==> src/rtl/fuse_rd_pkg.sv <==
package fuse_rd_pkg;

  typedef enum logic [4:0] {
    S_IDLE,
    S_PU_WM,
    S_PU_SW_S,
    S_PU_SETTLE,
    S_PU_SW_B,
    S_PU_ISO,
    S_PU_BURST,
    S_RD_ISSUE,
    S_RD_POLL,
    S_RD_STORE,
    S_PD_ISO,
    S_PD_SW_B,
    S_PD_SETTLE,
    S_PD_SW_S,
    S_PD_CLR,
    S_END
  } seq_state_t;

  typedef enum logic [1:0] {
    ERR_NONE  = 2'd0,
    ERR_ALIGN = 2'd1,
    ERR_BUSY  = 2'd2
  } err_code_t;

endpackage

==> src/rtl/fuse_rd_delay.sv <==
// Loadable countdown; expired is high while the count is zero.
module fuse_rd_delay #(
  parameter int W = 8
) (
  input  logic         clk,
  input  logic         rst,
  input  logic         load,
  input  logic [W-1:0] len,
  output logic         expired
);

  logic [W-1:0] cnt_q;

  always_ff @(posedge clk) begin
    if (rst)                cnt_q <= '0;
    else if (load)          cnt_q <= len;
    else if (cnt_q != '0)   cnt_q <= cnt_q - 1'b1;
  end

  assign expired = (cnt_q == '0);

endmodule

==> src/rtl/fuse_rd_byte_ser.sv <==
// Splits a word into bytes, least significant first, one per cycle.
module fuse_rd_byte_ser #(
  parameter int WORD_BYTES = 4
) (
  input  logic                          clk,
  input  logic                          rst,
  input  logic                          load,
  input  logic [8*WORD_BYTES-1:0]       word,
  output logic                          we,
  output logic [7:0]                    byte_out,
  output logic [$clog2(WORD_BYTES)-1:0] idx,
  output logic                          last
);

  localparam int IDX_W = $clog2(WORD_BYTES);
  localparam int WW    = 8 * WORD_BYTES;

  logic [WW-1:0]    sh_q;
  logic [IDX_W-1:0] idx_q;
  logic             act_q;

  always_ff @(posedge clk) begin
    if (rst) begin
      sh_q  <= '0;
      idx_q <= '0;
      act_q <= 1'b0;
    end else if (load) begin
      sh_q  <= word;
      idx_q <= '0;
      act_q <= 1'b1;
    end else if (act_q) begin
      sh_q  <= sh_q >> 8;
      idx_q <= idx_q + 1'b1;
      if (idx_q == IDX_W'(WORD_BYTES - 1)) act_q <= 1'b0;
    end
  end

  assign we       = act_q;
  assign byte_out = sh_q[7:0];
  assign idx      = idx_q;
  assign last     = act_q && (idx_q == IDX_W'(WORD_BYTES - 1));

endmodule

==> src/rtl/fuse_rd_seq.sv <==
module fuse_rd_seq
  import fuse_rd_pkg::*;
#(
  parameter int ADDR_W     = 12,
  parameter int SETTLE_CYC = 125000,
  parameter int POLL_CYC   = 125,
  parameter int POLL_MAX   = 1000000
) (
  input  logic              clk,
  input  logic              rst,
  input  logic              start,
  input  logic [ADDR_W-1:0] start_addr,
  input  logic [ADDR_W:0]   byte_cnt,
  input  logic              skip_pwr_seq,
  output logic              wmask_dis,
  output logic              pwr_sw_small,
  output logic              pwr_sw_big,
  output logic              core_iso,
  output logic              burst_en,
  output logic              fuse_rd,
  output logic [ADDR_W-1:0] fuse_addr,
  input  logic              fuse_rdy,
  input  logic [31:0]       fuse_data,
  output logic              buf_we,
  output logic [ADDR_W:0]   buf_addr,
  output logic [7:0]        buf_wdata,
  output logic              busy,
  output logic              done,
  output logic              err,
  output logic [1:0]        err_code
);

  localparam int CNT_W   = ADDR_W + 1;
  localparam int DLY_MAX = (SETTLE_CYC > POLL_CYC) ? SETTLE_CYC : POLL_CYC;
  localparam int DLY_W   = $clog2(DLY_MAX + 1);
  localparam int PW      = $clog2(POLL_MAX + 1);

  seq_state_t        state;
  logic [ADDR_W-1:0] addr_q;
  logic [CNT_W-1:0]  rem_q, off_q;
  logic [PW-1:0]     poll_q;
  logic              byp_q, timeout_q;

  logic              dly_load, dly_exp;
  logic [DLY_W-1:0]  dly_len;
  logic              ser_load, ser_we, ser_last;
  logic [7:0]        ser_byte;
  logic [1:0]        ser_idx;
  logic              misaligned, poll_last;

  assign misaligned = (start_addr[1:0] != 2'b00) || (byte_cnt[1:0] != 2'b00);
  assign poll_last  = (poll_q == PW'(POLL_MAX - 1));
  assign ser_load   = (state == S_RD_POLL) && dly_exp && fuse_rdy;

  always_comb begin
    dly_load = 1'b0;
    dly_len  = '0;
    case (state)
      S_PU_SW_S, S_PD_SW_B: begin
        dly_load = 1'b1;
        dly_len  = DLY_W'(SETTLE_CYC - 1);
      end
      S_RD_ISSUE: begin
        dly_load = 1'b1;
        dly_len  = DLY_W'(POLL_CYC - 1);
      end
      S_RD_POLL: begin
        dly_load = dly_exp && !fuse_rdy;
        dly_len  = DLY_W'(POLL_CYC - 1);
      end
      default: ;
    endcase
  end

  fuse_rd_delay #(.W(DLY_W)) dly_i (
    .clk(clk), .rst(rst), .load(dly_load), .len(dly_len), .expired(dly_exp)
  );

  fuse_rd_byte_ser #(.WORD_BYTES(4)) ser_i (
    .clk(clk), .rst(rst), .load(ser_load), .word(fuse_data),
    .we(ser_we), .byte_out(ser_byte), .idx(ser_idx), .last(ser_last)
  );

  assign buf_we    = ser_we;
  assign buf_wdata = ser_byte;
  assign buf_addr  = off_q + CNT_W'(ser_idx);
  assign busy      = (state != S_IDLE);

  always_ff @(posedge clk) begin
    if (rst) begin
      state        <= S_IDLE;
      addr_q       <= '0;
      rem_q        <= '0;
      off_q        <= '0;
      poll_q       <= '0;
      byp_q        <= 1'b0;
      timeout_q    <= 1'b0;
      wmask_dis    <= 1'b0;
      pwr_sw_small <= 1'b0;
      pwr_sw_big   <= 1'b0;
      core_iso     <= 1'b1;
      burst_en     <= 1'b0;
      fuse_rd      <= 1'b0;
      fuse_addr    <= '0;
      done         <= 1'b0;
      err          <= 1'b0;
      err_code     <= ERR_NONE;
    end else begin
      done    <= 1'b0;
      err     <= 1'b0;
      fuse_rd <= 1'b0;
      case (state)
        S_IDLE: if (start) begin
          if (misaligned) begin
            err      <= 1'b1;
            err_code <= ERR_ALIGN;
          end else if (byte_cnt == '0) begin
            done     <= 1'b1;
            err_code <= ERR_NONE;
          end else begin
            addr_q    <= start_addr;
            rem_q     <= byte_cnt;
            off_q     <= '0;
            byp_q     <= skip_pwr_seq;
            timeout_q <= 1'b0;
            state     <= S_PU_WM;
          end
        end
        S_PU_WM: begin
          wmask_dis <= 1'b1;
          state     <= byp_q ? S_PU_BURST : S_PU_SW_S;
        end
        S_PU_SW_S: begin
          pwr_sw_small <= 1'b1;
          state        <= S_PU_SETTLE;
        end
        S_PU_SETTLE: if (dly_exp) state <= S_PU_SW_B;
        S_PU_SW_B: begin
          pwr_sw_big <= 1'b1;
          state      <= S_PU_ISO;
        end
        S_PU_ISO: begin
          core_iso <= 1'b0;
          state    <= S_PU_BURST;
        end
        S_PU_BURST: begin
          burst_en <= 1'b1;
          state    <= S_RD_ISSUE;
        end
        S_RD_ISSUE: begin
          fuse_addr <= addr_q;
          fuse_rd   <= 1'b1;
          poll_q    <= '0;
          state     <= S_RD_POLL;
        end
        S_RD_POLL: if (dly_exp) begin
          if (fuse_rdy) begin
            state <= S_RD_STORE;
          end else if (poll_last) begin
            timeout_q <= 1'b1;
            state     <= byp_q ? S_PD_CLR : S_PD_ISO;
          end else begin
            poll_q <= poll_q + 1'b1;
          end
        end
        S_RD_STORE: if (ser_last) begin
          addr_q <= addr_q + ADDR_W'(4);
          off_q  <= off_q + CNT_W'(4);
          rem_q  <= rem_q - CNT_W'(4);
          if (rem_q == CNT_W'(4)) state <= byp_q ? S_PD_CLR : S_PD_ISO;
          else                    state <= S_RD_ISSUE;
        end
        S_PD_ISO: begin
          core_iso <= 1'b1;
          state    <= S_PD_SW_B;
        end
        S_PD_SW_B: begin
          pwr_sw_big <= 1'b0;
          state      <= S_PD_SETTLE;
        end
        S_PD_SETTLE: if (dly_exp) state <= S_PD_SW_S;
        S_PD_SW_S: begin
          pwr_sw_small <= 1'b0;
          state        <= S_PD_CLR;
        end
        S_PD_CLR: begin
          wmask_dis <= 1'b0;
          burst_en  <= 1'b0;
          state     <= S_END;
        end
        S_END: begin
          if (timeout_q) begin
            err      <= 1'b1;
            err_code <= ERR_BUSY;
          end else begin
            done     <= 1'b1;
            err_code <= ERR_NONE;
          end
          state <= S_IDLE;
        end
        default: state <= S_IDLE;
      endcase
    end
  end

endmodule

==> config.mk <==
export PLATFORM = sky130hd
export DESIGN_NAME = fuse_rd_seq
export DESIGN_NICKNAME = d
export VERILOG_FILES = /design/src/rtl/fuse_rd_pkg.sv /design/src/rtl/fuse_rd_delay.sv /design/src/rtl/fuse_rd_byte_ser.sv /design/src/rtl/fuse_rd_seq.sv
export SDC_FILE = /design/constraint.sdc
export NUM_CORES = 1
export LEC_CHECK = 0
export ABC_AREA = 1
export BUFFER_PORTS_ARGS = -buffer_cell sky130_fd_sc_hd__buf_2
export CAP_MARGIN = 25
export CORE_ASPECT_RATIO = 0.5
export CORE_UTILIZATION = 58
export DETAILED_ROUTE_END_ITERATION = 16
export PLACE_DENSITY = 0.93
export SYNTH_ARGS = -nofsm -noshare
export SYNTH_HDL_FRONTEND = slang
export SYNTH_SLANG_ARGS = --single-unit
==> constraint.sdc <==
create_clock -name clk -period 2.3 [get_ports clk]
set_clock_uncertainty 0.1 [all_clocks]
set_input_delay 0.23 -clock clk [delete_from_list [all_inputs] [get_ports clk]]
set_output_delay 0.23 -clock clk [all_outputs]
set_load 0.01 [all_outputs]
### Word-level counts from Yosys, hierarchy flattened

Cells that the tools add are included.

| cells by class | value |
|---|---|
| add/sub/neg operators | 7 |
| $mul | 0 |
| div/mod/pow operators | 0 |
| order comparisons | 0 |
| equality and inequality tests | 30 |
| shifts and indexed selects | 0 |
| multiplexer cells | 68 |
| bitwise gates (word level) | 2 |
| reduce and logical (&&, ||, !) cells | 34 |

Operators by type and width:

| operator | count |
|---|---|
| 13-bit two-way mux | 8 |
| 5-bit case mux with 15 select lines | 1 |
| 32-bit two-way mux | 2 |
| 20-bit two-way mux | 3 |
| 13-bit case mux with 2 select lines | 2 |
| 12-bit two-way mux | 4 |
| 5-bit two-way mux | 9 |
| 5-bit by 4-bit == test with 1-bit output (second input constant) | 8 |
| 20-bit case mux with 2 select lines | 1 |
| 17-bit two-way mux | 2 |
| 17-bit case mux with 2 select lines | 1 |
| 2-bit nonzero test | 13 |
| 12-bit case mux with 2 select lines | 1 |
| 20-bit by 1-bit adder with 20-bit output (second input constant) | 1 |
| 20-bit == test (second input constant) | 1 |
| 5-bit by 3-bit == test with 1-bit output (second input constant) | 4 |
| 2-bit != test (second input constant) | 9 |
| 1-bit case mux with 2 select lines | 9 |
| 17-bit zero test | 1 |
| 1-bit two-way mux | 17 |
| 17-bit nonzero test | 1 |
| 17-bit by 1-bit subtractor with 17-bit output (second input constant) | 1 |
| 13-bit by 2-bit adder with 13-bit output | 1 |
| 13-bit by 3-bit adder with 13-bit output (second input constant) | 1 |
| 27 further kinds | 40 |

| storage, ports and cells | value |
|---|---|
| flip-flop bits (word level) | 139 |
| bits in latches | 0 |
| RAM bits | 0 |
| ROM bits | 0 |
| output and inout bits | 45 |
| logic and storage cells | 162 |
| memories | 0 |

### Longest topological paths before layout

| logic depth | value |
|---|---|
| word-level depth | 5 |
| gate-level depth with buffers | 14 |
| mapped depth without buffers | 14 |

### Cells and area by module

A second synthesis with hierarchy kept.

| second synthesis, totals | value |
|---|---|
| cell total of the unflattened synthesis | 1236 |
| area, all modules | 7907.6 um^2 |

Modules (own cells, without submodules):

| module | instances | cells an instance | area each (um^2) | seq. area each (um^2) |
|---|---|---|---|---|
| fuse_rd_seq | 1 | 800 | 5069.9 | 1681.6 |
| fuse_rd_byte_ser | 1 | 248 | 1660.3 | 700.7 |
| fuse_rd_delay | 1 | 188 | 1177.4 | 340.3 |

### Worst setup path before layout

Ideal clock, no wire load.

| path | value |
|---|---|
| path type | register -> register |
| start point | register poll_q[0] |
| end point | register poll_q[2] |
| library setup time | 0.117 ns |
| data arrival time | 1.658 ns |
| slack | 0.425 ns |
| cell stages (with the launch flop) | 10 |
| buffers on the path | 1 |
| period minus slack after synthesis | 1.875 ns |
| cells stage by stage | dfxtp_1 ha_1 nand2_1 nor3_4 nand3_2 nand2_4 nand2_4 buf_8 a21oi_1 nor2_1 |

| between the ends | value |
|---|---|
| longest elaborated chain between the ends | 5 |
| elaborated cells between the ends (all ways) | 8 |
| classes of those cells | add/sub: 1; eq/ne: 2; mux: 4; reduce/logical: 1 |

Ends and longest elaborated chain:

| element | line | RTL |
|---|---|---|
| start: declaration | fuse_rd_seq.sv:41 | `logic [PW-1:0] poll_q;` |
| start signal: assignment | fuse_rd_seq.sv:163 | `poll_q <= poll_q + 1'b1;` |
| 20-bit by 1-bit adder with 20-bit output | fuse_rd_seq.sv:163 |  |
| 20-bit two-way mux | fuse_rd_seq.sv:159 | `end else if (poll_last) begin` |
| 20-bit two-way mux | fuse_rd_seq.sv:157 | `if (fuse_rdy) begin` |
| 20-bit two-way mux | fuse_rd_seq.sv:156 | `S_RD_POLL: if (dly_exp) begin` |
| 20-bit case mux with 2 select lines | fuse_rd_seq.sv:112 | `case (state)` |

Parallel ways exist; a longest one is shown, timed or not. The select of a mux whose other input is x is not followed.
A chain may end at the register's enable or synchronous reset.

### Worst setup path in the final report

| path | value |
|---|---|
| start point | input port byte_cnt[5] |
| end point | register addr_q[6] |

| between the ends | value |
|---|---|
| longest elaborated chain between the ends | 3 |

Ends and longest elaborated chain:

| element | line | RTL |
|---|---|---|
| start: declaration | fuse_rd_seq.sv:13 | `input logic [ADDR_W:0] byte_cnt,` |
| 13-bit zero test | fuse_rd_seq.sv:117 | `end else if (byte_cnt == '0) begin` |
| 2-bit != test (no line) | - |  |
| 5-bit AND reduction (no line) | - |  |
| end signal: assignment | fuse_rd_seq.sv:121 | `addr_q <= start_addr;` |
| end signal: assignment | fuse_rd_seq.sv:167 | `addr_q <= addr_q + ADDR_W'(4);` |
| end: declaration | fuse_rd_seq.sv:39 | `logic [ADDR_W-1:0] addr_q;` |

Every way passes these cells.

==> flow_summary.json <==
{
  "avgViaCountPerCell": 5.718,
  "slew_viol_final": 0,
  "outcome": "finished, violations left",
  "clock.fmax_mhz": 447.2,
  "numCtsBuffers": 17,
  "drt_first_iter_violations": 967,
  "ys_ff_latch": 136,
  "grt_max_degree": 85,
  "nNetsFinal": 1248,
  "synth-seq-area-share": 0.3724,
  "io_pins": 107,
  "synth-edff-count": 0,
  "dp_hpwl_mm": 12.77,
  "instances_no_fill": 1355,
  "coreArea_um2": 12050,
  "crit_chain": "dlygate4sd3_1 -> buf_2 -> nor2_1 -> nand2_1 -> nor2_1 -> nand2_1 -> nand2_2 -> nand2_2 -> inv_1 -> o21ai_0 -> a21oi_1",
  "start_util": 0.6066,
  "p_per_area_nw_per_um2": 869.9,
  "yosysMostFrequentCell": "nand2_1",
  "rsz0062_at_grt": "true",
  "p_leak_nw": 3.691,
  "cts_tree": "done",
  "fillers": 875,
  "top_layer_used": "met4",
  "syn_inst": 1072,
  "synth_common_cells": "nand2_1, nor2_1, dfxtp_1",
  "post-synth-top-area-fraction": 0.3724,
  "routabilityCongestion": 0.9242,
  "die_w_um": 160.8,
  "drcViolationCount": 0,
  "met3_length_mm": 1.531,
  "fp-row-count": 28,
  "die_h_um": 81.39,
  "critical-path-top-delay-family": "buffers and inverters",
  "yosysTopAreaCell": "dfxtp_1",
  "synthArstFlopShare": 0,
  "endpoint_kind": "flip-flop",
  "crit_arrival_ps": 2490,
  "synth.area.top_cells": "dfxtp_1, nand2_1, nor2_1, a21oi_1, o21ai_0",
  "drive_above_1_share": 0.1714,
  "setup_viol": 0,
  "critical_path.max_fanout": 21,
  "grt_pass1_vias": 7154,
  "dieArea_um2": 13090,
  "placed_cells": 1301,
  "vias": 7748,
  "min_period_ps": 2236,
  "crit_type": "input pin to flip-flop",
  "routedWlPerCell_um": 15.14,
  "fin_hold_ws_ps": -1.007,
  "drt_pass1_iterations": 7,
  "fin_crit_sh": 0.9722,
  "cts_max_level": 4,
  "areaGrowthSynthToFinish_pct": 17.99,
  "cts.sinks": 136,
  "io_buffers": 106,
  "violations": "negative hold slack",
  "clock_latency_ps": 430,
  "avgSynthCellArea_um2": 6.820,
  "cap_viol_max_count": 0,
  "grt_pass1_wl_mm": 32.84,
  "wl_mm": 20.51,
  "max_slew_margin": 0.5400,
  "diodes": 0,
  "slowest_stage": "dlygate4sd3_1",
  "synth-warning-count": 0,
  "cts-root-buf": "clkbuf_16",
  "netlist_area_um2": 7311,
  "clockBufferDepth": 2,
  "path_clk_slew_ps": 60,
  "syn_nets": 1143,
  "dr_wl_met2_mm": 9.751,
  "synthFlopType": "dfxtp_1",
  "required_ps": 2560,
  "tightest_slew_ps": 689.3,
  "drtAntennaViolNets": 0,
  "setup_tns_ps": 0,
  "overflow": 0,
  "grt_usage": 0.3146,
  "cpPeakStageDelay_ps": 530,
  "ys_types": 43,
  "cp_num_buf_inv": 3,
  "startpoint_type": "input pin",
  "hold_class": "input pin to flip-flop",
  "antenna_found_initial": 0,
  "m1WireLength_mm": 8.603,
  "hold_violations": 1,
  "ir_drop_mv": 0.5221
}
==> worst min-delay path: stages <==
cell and delay [ps]:
buf_2 90, a21oi_1 50, a21oi_1 120
==> final timing paths <==
| check | end | slack (ps) | start | cells past startpoint |
|---|---|---|---|---|
| max | addr_q[6]$_SDFFE_PP0P_ | 60 | byte_cnt[5] | 11 |
| min | rem_q[12]$_SDFFE_PP0P_ | -1 | byte_cnt[12] | 3 |
| min reg2reg | rem_q[0]$_SDFFE_PP0P_ | 350 | rem_q[0]$_SDFFE_PP0P_ | 2 |
| max reg2reg | addr_q[7]$_SDFFE_PP0P_ | 110 | state[2]$_SDFFE_PP0P_ | 9 |
==> per-stage QoR <==
| step | util | power (mW) | cell area (um2) | worst slack (ps) | hold WS (ps) |
|---|---|---|---|---|---|
| 6_report | 0.7157 | 7.503 | 8626 | 63.92 | -1.007 |
| 3_3_place_gp | 0.6499 | 4.684 | 7833 | 163.8 | 336.2 |
| 5_1_grt | 0.7157 | 7.865 | 8626 | -25.40 | 7.742 |
| 2_1_floorplan | - | 4.303 | 7311 | 425.1 | 264.9 |
| 3_5_place_dp | 0.6499 | 4.769 | 7833 | 106.7 | 342.4 |
| 4_1_cts | 0.7113 | 7.415 | 8572 | 50.77 | 1.352 |
==> logic make-up (layout without fill, tap and decap cells) <==
family | Yosys count | after routing | synth area share
other | 1 | 1 | 0.0005129
multiplexers | 11 | 11 | 0.01506
flip-flops | 136 | 136 | 0.3724
AO/OA/AOI/OAI | 190 | 190 | 0.1446
XOR/XNOR | 30 | 30 | 0.03594
adder cells (fa/ha/maj) | 9 | 9 | 0.01540
AND/OR/NAND/NOR | 558 | 558 | 0.3305
buffers and inverters | 137 | 255 | 0.08557
==> final cells by class <==
type | instances | area [um2] | share of cell area
multi-input cells | 799 | 3970 | 0.4603
flip-flops and latches | 136 | 2723 | 0.3156
repair buffers | 136 | 825.8 | 0.09574
clock buffers | 17 | 425.4 | 0.04932
inverters | 84 | 319.1 | 0.03699
well taps | 165 | 206.4 | 0.02393
clock inverters | 15 | 133.9 | 0.01552
repair inverters | 3 | 22.52 | 0.002611
==> per-layer routing <==
layer  vias up  global-route usage
li1       3688                   -
met1      3591              0.3775
met2       391              0.5411
met3        78             0.06588
met4         0              0.1698
met5         -                   0
==> report_power, final <==
group / switching, mW / internal [mW]
clock network: 1.19 / 1.42
logic: 1.42 / 0.714
registers: 0.188 / 2.57
==> placed cells by master (no fill, tap or decap), types with 17 or more instances in the layout <==
cell	instances
xor2_1	24
inv_1	73
nand2_1	275
nor2_1	156
nor3_1	18
dfxtp_1	136
nand3_1	58
o21ai_0	65
a21oi_1	94
clkbuf_16	17
buf_2	106
dlygate4sd3_1	18
==> state kept, by name, summed over array words and instances, names as in the netlist <==
register / cells
burst_en: 1
ser_i.idx: 2
ser_i.sh_q: 32
err_code: 2
wmask_dis: 1
done: 1
addr_q: 12
poll_q: 20
err: 1
byp_q: 1
rem_q: 13
off_q: 11
fuse_rd: 1
timeout_q: 1
core_iso: 1
pwr_sw_big: 1
ser_i.we: 1
fuse_addr: 12
dly_i.cnt_q: 17
pwr_sw_small: 1
state: 4
==> repair_timing <==
item,CTS,global route
hold buffers,18,0
setup endpoints to repair,0,42
endpoints found under the hold margin,18,0
gates resized for setup,0,7
setup buffers,0,1
Power figures use the tool's default switching activity.
